[config.mk]
export PLATFORM = sky130hd
export DESIGN_NAME = rail_reset_sequencer
export DESIGN_NICKNAME = d
export VERILOG_FILES = /design/src/rtl/rrs_pkg.sv /design/src/rtl/rrs_glitch_blank.sv /design/src/rtl/rrs_timing_cfg.sv /design/src/rtl/rrs_release_ctrl.sv /design/src/rtl/rail_reset_sequencer.sv
export SDC_FILE = /design/constraint.sdc
export NUM_CORES = 1
export LEC_CHECK = 0
export BUFFER_PORTS_ARGS = -buffer_cell sky130_fd_sc_hd__buf_4
export CAP_MARGIN = 0
export CORE_MARGIN = 2
export CORE_UTILIZATION = 48
export CTS_BUF_LIST = sky130_fd_sc_hd__clkbuf_4 sky130_fd_sc_hd__clkbuf_8 sky130_fd_sc_hd__clkbuf_16
export CTS_CLUSTER_DIAMETER = 60
export DETAILED_ROUTE_END_ITERATION = 8
export GPL_TIMING_DRIVEN = 1
export SKIP_CTS_REPAIR_TIMING = 1
export SYNTH_ARGS = -nofsm -noshare
export SYNTH_HDL_FRONTEND = slang
export SYNTH_SLANG_ARGS = --single-unit
[constraint.sdc]
create_clock -name clk -period 9.8 [get_ports clk]
set_clock_uncertainty 0.05 [all_clocks]
set_input_delay 1.47 -clock clk [delete_from_list [all_inputs] [get_ports clk]]
set_output_delay 1.47 -clock clk [all_outputs]
set_load 0.01 [all_outputs]
[src/rtl/rrs_pkg.sv]
// Shared types and helpers for the multi-rail reset release sequencer.
// Assumes: delay codes are 2 bits wide; code 3 is the safe power-on bin.
package rrs_pkg;

    typedef enum logic [1:0] {
        ST_HELD  = 2'd0,   // reset asserted, counting the release delay
        ST_GRACE = 2'd1,   // reset released, watchdog still held off
        ST_RUN   = 2'd2    // reset released, watchdog supervision on
    } rrs_state_e;

    localparam logic [1:0] DLY_CODE_SAFE = 2'd3;

    // Length of a release delay bin in milliseconds.
    function automatic int unsigned delay_bin_ms(input logic [1:0] code);
        case (code)
            2'd0:    return 40;
            2'd1:    return 80;
            2'd2:    return 120;
            default: return 100;
        endcase
    endfunction

endpackage

[src/rtl/rrs_glitch_blank.sv]
// Blanking filter for one power-good input.
// What it does: the filtered output takes the raw value only after the raw
// value has differed from it on BLANK_CYC consecutive clock edges.
// Assumes: raw_in is already synchronous to clk.
module rrs_glitch_blank #(
    parameter int unsigned BLANK_CYC = 5
) (
    input  logic clk,
    input  logic rst_n,
    input  logic raw_in,
    output logic filt_out
);

    generate
        if (BLANK_CYC <= 1) begin : g_plain
            // Purpose: no blanking asked for, so follow the input after one flop.
            always_ff @(posedge clk) begin
                if (!rst_n) filt_out <= 1'b0;
                else        filt_out <= raw_in;
            end
        end else begin : g_count
            localparam int BW = $clog2(BLANK_CYC + 1);
            localparam logic [BW-1:0] LAST = BW'(BLANK_CYC - 1);
            logic [BW-1:0] run_q;

            // Purpose: count the edges on which raw differs from filtered; flip on the last one.
            always_ff @(posedge clk) begin
                if (!rst_n) begin
                    run_q    <= '0;
                    filt_out <= 1'b0;
                end else if (raw_in != filt_out) begin
                    if (run_q == LAST) begin
                        filt_out <= raw_in;
                        run_q    <= '0;
                    end else begin
                        run_q <= run_q + 1'b1;
                    end
                end else begin
                    run_q <= '0;
                end
            end
        end
    endgenerate


    follows_raw_chk: assert property (@(posedge clk) disable iff (!rst_n)
        (filt_out != $past(filt_out)) |-> (filt_out == $past(raw_in)));

endmodule

[src/rtl/rrs_timing_cfg.sv]
// Timing register for the release delay bin and the watchdog hold length.
// What it does: writes go straight into the active register while unlocked.
// While locked, writes are parked and copied across at the first unlocked edge.
// Assumes: locked is 1 exactly while the reset output is released.
module rrs_timing_cfg
    import rrs_pkg::*;
#(
    parameter int unsigned CYC_PER_MS   = 1000,
    parameter int unsigned HOLD_STEP_MS = 10,
    parameter int unsigned HOLD_W       = 4,
    parameter int unsigned HOLD_DEF     = 2,
    parameter int unsigned CNT_W        = 18
) (
    input  logic              clk,
    input  logic              rst_n,
    input  logic              locked,
    input  logic              wr_en,
    input  logic [1:0]        wr_delay_code,
    input  logic [HOLD_W-1:0] wr_hold_units,
    output logic [CNT_W-1:0]  delay_cyc,
    output logic [CNT_W-1:0]  hold_cyc
);

    localparam int unsigned HOLD_CYC_STEP = HOLD_STEP_MS * CYC_PER_MS;

    logic [1:0]        dly_q, dly_pend_q;
    logic [HOLD_W-1:0] hold_q, hold_pend_q;
    logic              pend_q;

    // Purpose: keep the active values, and park the writes made while locked.
    always_ff @(posedge clk) begin
        if (!rst_n) begin
            dly_q       <= DLY_CODE_SAFE;
            hold_q      <= HOLD_W'(HOLD_DEF);
            dly_pend_q  <= DLY_CODE_SAFE;
            hold_pend_q <= HOLD_W'(HOLD_DEF);
            pend_q      <= 1'b0;
        end else if (!locked) begin
            if (wr_en) begin
                dly_q  <= wr_delay_code;
                hold_q <= wr_hold_units;
                pend_q <= 1'b0;
            end else if (pend_q) begin
                dly_q  <= dly_pend_q;
                hold_q <= hold_pend_q;
                pend_q <= 1'b0;
            end
        end else if (wr_en) begin
            dly_pend_q  <= wr_delay_code;
            hold_pend_q <= wr_hold_units;
            pend_q      <= 1'b1;
        end
    end

    // Purpose: turn the codes into clock-cycle counts.
    always_comb begin
        delay_cyc = CNT_W'(delay_bin_ms(dly_q) * CYC_PER_MS);
        hold_cyc  = CNT_W'(32'(hold_q) * HOLD_CYC_STEP);
    end


    locked_stable_chk: assert property (@(posedge clk) disable iff (!rst_n)
        $past(locked) |-> ($stable(dly_q) && $stable(hold_q)));

endmodule

[src/rtl/rrs_release_ctrl.sv]
// Release arbiter: combines the rails, counts the release delay and the hold.
// What it does: in ST_HELD it counts consecutive edges on which the
// condition holds and releases at delay_cyc. In ST_GRACE it counts the hold
// and then enables the watchdog. Losing the condition returns to ST_HELD.
// Assumes: rail_good is already blanked; delay_cyc is never zero.
module rrs_release_ctrl
    import rrs_pkg::*;
#(
    parameter int unsigned N_RAILS = 4,
    parameter int unsigned CNT_W   = 18
) (
    input  logic               clk,
    input  logic               rst_n,
    input  logic [N_RAILS-1:0] rail_good,
    input  logic [N_RAILS-1:0] crit_mask,
    input  logic               agg_all,
    input  logic [CNT_W-1:0]   delay_cyc,
    input  logic [CNT_W-1:0]   hold_cyc,
    output logic               locked,
    output logic               sys_rst_n,
    output logic               pre_release,
    output logic               wdt_en
);

    rrs_state_e      state_q;
    logic [CNT_W-1:0] cnt_q;
    logic [CNT_W:0]   cnt_nxt;
    logic             cond_any, cond_all, cond;

    // Purpose: evaluate the any-rail and all-rails conditions over the critical rails.
    always_comb begin
        cond_any = |(rail_good & crit_mask);
        cond_all = (crit_mask != '0) && ((rail_good & crit_mask) == crit_mask);
        cond     = agg_all ? cond_all : cond_any;
        cnt_nxt  = {1'b0, cnt_q} + {{CNT_W{1'b0}}, 1'b1};
    end

    // Purpose: step the sequence and its shared delay/hold counter.
    always_ff @(posedge clk) begin
        if (!rst_n) begin
            state_q <= ST_HELD;
            cnt_q   <= '0;
        end else begin
            case (state_q)
                ST_HELD: begin
                    if (!cond) begin
                        cnt_q <= '0;
                    end else if (cnt_nxt >= {1'b0, delay_cyc}) begin
                        state_q <= ST_GRACE;
                        cnt_q   <= '0;
                    end else begin
                        cnt_q <= cnt_nxt[CNT_W-1:0];
                    end
                end
                ST_GRACE: begin
                    if (!cond) begin
                        state_q <= ST_HELD;
                        cnt_q   <= '0;
                    end else if (cnt_nxt >= {1'b0, hold_cyc}) begin
                        state_q <= ST_RUN;
                        cnt_q   <= '0;
                    end else begin
                        cnt_q <= cnt_nxt[CNT_W-1:0];
                    end
                end
                ST_RUN: begin
                    if (!cond) begin
                        state_q <= ST_HELD;
                        cnt_q   <= '0;
                    end
                end
                default: begin
                    state_q <= ST_HELD;
                    cnt_q   <= '0;
                end
            endcase
        end
    end

    // Purpose: drive the outputs; a lost condition pulls the reset in the same cycle.
    always_comb begin
        locked      = (state_q != ST_HELD);
        sys_rst_n   = locked && cond;
        wdt_en      = (state_q == ST_RUN) && cond;
        pre_release = !agg_all && (state_q == ST_HELD) && cond_any;
    end

    // Independent run-length of the condition, used only by the checks below.
    logic [CNT_W:0] held_q;
    always_ff @(posedge clk) begin
        if (!rst_n)                 held_q <= '0;
        else if (!cond)             held_q <= '0;
        else if (held_q != '1)      held_q <= held_q + 1'b1;
    end


    release_after_delay_chk: assert property (@(posedge clk) disable iff (!rst_n)
        $rose(sys_rst_n) |-> (held_q >= {1'b0, $past(delay_cyc)}));


    wdt_after_release_chk: assert property (@(posedge clk) disable iff (!rst_n)
        wdt_en |-> sys_rst_n);


    wdt_rise_released_chk: assert property (@(posedge clk) disable iff (!rst_n)
        $rose(wdt_en) |-> $past(sys_rst_n));


    prerelease_in_reset_chk: assert property (@(posedge clk) disable iff (!rst_n)
        pre_release |-> !sys_rst_n);

endmodule

[src/rtl/rail_reset_sequencer.sv]
// Top level of the multi-rail reset release sequencer.
// What it does: blanks each power-good input, then passes the filtered
// rails to the release arbiter, which uses the lengths held in the timing register.
// Assumes: pg_raw is synchronous to clk; rst_n is synchronous, active low.
module rail_reset_sequencer #(
    parameter int unsigned N_RAILS      = 4,
    parameter int unsigned CYC_PER_MS   = 1000,
    parameter int unsigned BLANK_MS     = 5,
    parameter int unsigned HOLD_STEP_MS = 10,
    parameter int unsigned HOLD_W       = 4,
    parameter int unsigned HOLD_DEF     = 2
) (
    input  logic               clk,
    input  logic               rst_n,
    input  logic [N_RAILS-1:0] pg_raw,
    input  logic               agg_all,
    input  logic [N_RAILS-1:0] crit_mask,
    input  logic               cfg_we,
    input  logic [1:0]         cfg_delay_code,
    input  logic [HOLD_W-1:0]  cfg_hold_units,
    output logic               sys_rst_n,
    output logic               pre_release,
    output logic               wdt_en,
    output logic [N_RAILS-1:0] rail_good
);

    localparam int unsigned BLANK_CYC = BLANK_MS * CYC_PER_MS;
    localparam int unsigned MAX_DLY   = 120 * CYC_PER_MS;
    localparam int unsigned MAX_HOLD  = ((1 << HOLD_W) - 1) * HOLD_STEP_MS * CYC_PER_MS;
    localparam int unsigned MAX_CYC   = (MAX_DLY > MAX_HOLD) ? MAX_DLY : MAX_HOLD;
    localparam int unsigned CNT_W     = $clog2(MAX_CYC + 1);

    logic [CNT_W-1:0] delay_cyc, hold_cyc;
    logic             locked;

    // One blanking filter per rail.
    for (genvar g = 0; g < N_RAILS; g++) begin : g_rail
        rrs_glitch_blank #(.BLANK_CYC(BLANK_CYC)) u_blank (
            .clk      (clk),
            .rst_n    (rst_n),
            .raw_in   (pg_raw[g]),
            .filt_out (rail_good[g])
        );
    end

    rrs_timing_cfg #(
        .CYC_PER_MS   (CYC_PER_MS),
        .HOLD_STEP_MS (HOLD_STEP_MS),
        .HOLD_W       (HOLD_W),
        .HOLD_DEF     (HOLD_DEF),
        .CNT_W        (CNT_W)
    ) u_cfg (
        .clk           (clk),
        .rst_n         (rst_n),
        .locked        (locked),
        .wr_en         (cfg_we),
        .wr_delay_code (cfg_delay_code),
        .wr_hold_units (cfg_hold_units),
        .delay_cyc     (delay_cyc),
        .hold_cyc      (hold_cyc)
    );

    rrs_release_ctrl #(
        .N_RAILS (N_RAILS),
        .CNT_W   (CNT_W)
    ) u_ctrl (
        .clk         (clk),
        .rst_n       (rst_n),
        .rail_good   (rail_good),
        .crit_mask   (crit_mask),
        .agg_all     (agg_all),
        .delay_cyc   (delay_cyc),
        .hold_cyc    (hold_cyc),
        .locked      (locked),
        .sys_rst_n   (sys_rst_n),
        .pre_release (pre_release),
        .wdt_en      (wdt_en)
    );

endmodule

==> flow_summary.ini <==
[run_status]
status = finished clean

[timing]
whs_ns = 0.401
worst_slew_pin_slew_ns = 0.828
slew_violations = 0
setup_viol = 0
period_share = 0.450
finalWorstSetupSlack_ns = 5.39
fin_crit_ns = 4.41
hold_viol = 0
slew_headroom = 0.447
fin_setup_tns_ns = 0
rsz0062_at_grt = no
maxClockFrequency_mhz = 227

[logic_synthesis]
ys.warnings.count = 0
ys_ff_latch = 89
avgSynthCellArea_um2 = 8.75
synth_top_area_cell = dfxtp_1
ys_seq_area_frac = 0.338
synth_top_area_share = 0.338
synth_ff_type = dfxtp_1
syn-num-nets = 675
syn_area_um2 = 5270
yosysUniqueCellTypes = 60
synth_area_leaders = dfxtp_1, ha_1, xor2_1
async_reset_ff_frac = 0
synth-edff-count = 0
syn_inst = 602

[routing]
first_pass_iters = 5
wire_per_inst_um = 13.9
ant_nets = 0
drcViolationCount = 0
drtIter0Drc = 197
drt-vias-per-instance = 5.42
routed_wl_um = 10600
via_count = 4137

[final_layout]
final_area_um2 = 5730
area_growth_pct = 8.86
antennaDiodeCount = 0
drive_gt1_frac = 0.101
fillers = 986
nNetsFinal = 691
fin_cells = 763

[global_route]
antenna_found_initial = 0
grt_pass1_wl_um = 18400
grt_max_degree = 25
grt_pass1_vias = 4055
grt_usage = 0.194
use_met2 = 0.315
grt.busiest_layer = met2
grt_use_met1 = 0.255
use_met3 = 0.0406
grt-ovfl-total = 0

[pwr]
p_int_w = 0.000519
pwr-share-seq = 0.535
power_frac_clock = 0.381
combinationalPowerShare = 0.084
ir_drop_v = 0.0000665
p_leak_nw = 2.32
power_density_nw_per_um2 = 120
swShare = 0.247
switching_power_w = 0.000170

[critical_path]
reg2reg_to = u_ctrl.cnt_q[11]
rrSetupSlack_ns = 5.39
worstReg2RegStart = u_cfg.hold_q[2]
crit_end = u_ctrl.cnt_q[11]
worstSetupEndpointType = register
setup.worst_path.start_class = register
path_max_fanout = 13
worstRegToRegCells = 17
timing.critical_path.required_ns = 10.05
worstSetupPathType = reg2reg
cp.arrival_ns = 4.66
startpoint = u_cfg.hold_q[2]

[clock_network]
cts.sinks = 89
clkLatencyLatePin_ns = 0.36
cts-root-buf = clkbuf_8
cts_tree = built
ctsLongestPathBuffers = 2
clkTransAtPathRegs_ns = 0.09
htreeDepth = 3
cts-buffers-inserted = 9

[placed_design]
dp.cells = 747
dp_hpwl_um = 7910
gp_congestion = 0.819
place_area_um2 = 5530
io_buffers = 24
post-place-ws_ns = 5.40

[worst_hold_path]
holdCritPathClass = reg2reg

[flow_run]
drv_cap = 0

[floorplan]
start_util = 0.488
rows = 38
dieWidth_um = 109
die_h_um = 109
ios = 25
core_area_um2 = 10800
die_area_um2 = 11800
stage by stage:
| step | total power, W | utilization |
|---|---|---|
| 3_3_place_gp | 0.000433 | 0.512 |
| 3_5_place_dp | 0.000435 | 0.512 |
| 6_report | 0.000690 | 0.531 |
| 2_1_floorplan | 0.000417 | - |
| 5_1_grt | 0.000724 | 0.531 |
| 4_1_cts | 0.000699 | 0.531 |
cell usage after synthesis (3+ instances only):
library cell   n
dfxtp_1       89
nor2_1        86
nand2_1       66
ha_1          52
xor2_1        37
nand3_1       34
xnor2_1       29
inv_1         27
nand4_1       14
o21ai_0       12
clkbuf_1      10
mux2i_1       10
o211ai_1      10
a21oi_1        8
nor2b_1        8
a32o_1         7
nand2b_1       7
nor3_1         7
o211ai_2       7
a21o_1         5
buf_2          5
a31oi_1        4
and3_1         4
buf_4          4
nand4b_1       4
a211oi_1       3
a21boi_0       3
and2_1         3
fa_1           3
nor4b_1        3
o211a_1        3
or3_1          3
kinds of logic after synthesis:
group	synth area share
adder cells (fa/ha/maj)	0.135
multiplexers	0.0190
buffers and inverters	0.0390
XOR/XNOR	0.110
flip-flops	0.338
AO/OA/AOI/OAI	0.122
AND/OR/NAND/NOR	0.237
placed cells by master (no fill, tap or decap), types with 8 or more instances in the layout:
| master | instances |
|---|---|
| xor2_1 | 37 |
| nor2b_1 | 8 |
| xnor2_1 | 29 |
| nand2_1 | 66 |
| nand4_1 | 14 |
| nor2_1 | 86 |
| buf_4 | 25 |
| clkbuf_8 | 10 |
| nand3_1 | 34 |
| a21oi_1 | 8 |
| mux2i_1 | 10 |
| o21ai_0 | 12 |
| dfxtp_1 | 89 |
| inv_1 | 27 |
| ha_1 | 52 |
| o211ai_1 | 10 |
metal layers:
metal	wire (um)	vias to the layer above
li1	-	2118
met1	5200	1935
met2	4770	66
met3	419	18
met4	219	0
met5	0	-
worst min-delay path by stage:
stage	depth (start not counted)	endpoint	slack, ns	startpoint
2_1_floorplan	1	g_rail[1].u_blank.g_count.run_q[0]	0.37	g_rail[1].u_blank.g_count.run_q[0]
3_3_place_gp	1	g_rail[2].u_blank.g_count.run_q[0]	0.38	g_rail[2].u_blank.g_count.run_q[0]
3_5_place_dp	1	g_rail[2].u_blank.g_count.run_q[0]	0.39	g_rail[2].u_blank.g_count.run_q[0]
4_1_cts	1	g_rail[3].u_blank.g_count.run_q[0]	0.41	g_rail[3].u_blank.g_count.run_q[0]
5_1_grt	1	g_rail[2].u_blank.g_count.run_q[0]	0.42	g_rail[2].u_blank.g_count.run_q[0]
6_report	1	g_rail[3].u_blank.g_count.run_q[0]	0.40	g_rail[3].u_blank.g_count.run_q[0]
power by group through the flow:
stage                     sequential (W)  clock (W)  combinational, W
after floorplan                 0.000376          0         0.0000408
after global placement          0.000377          0         0.0000560
after detailed placement        0.000377          0         0.0000577
after CTS                       0.000369   0.000271         0.0000584
after global routing            0.000370   0.000287         0.0000673
final                           0.000369   0.000263         0.0000578
registers in the layout (all words and copies together), names as in the netlist:
register,flops
u_ctrl.cnt_q,18
u_cfg.hold_q,4
g_rail.u_blank.filt_out,4
u_cfg.dly_pend_q,2
g_rail.u_blank.g_count.run_q,52
u_cfg.dly_q,2
u_cfg.pend_q,1
u_ctrl.state_q,2
u_cfg.hold_pend_q,4
layout make-up:
type	count	area, um^2	share of cell area
clock inverters	5	62.6	0.0109
repair buffers	25	188	0.0327
well taps	140	175	0.0306
flip-flops and latches	89	1780	0.311
multi-input cells	466	3280	0.572
clock buffers	11	145	0.0253
inverters	27	101	0.0177
critical path, stage by stage (launching register included):
cell and delay (ns):
dfxtp_1 0.49, fa_1 0.47, ha_1 0.31, inv_1 0.06, fa_1 0.45, nor2b_1 0.12
o21ai_0 0.08, nand2b_1 0.10, and2_1 0.13, o21ai_0 0.11, xnor2_1 0.17, ha_1 0.29
a21o_1 0.16, a211o_1 0.28, a31oi_1 0.15, o211a_2 0.42, or2_1 0.30, a32o_1 0.20
No activity file was read; power rests on OpenSTA's default activity.
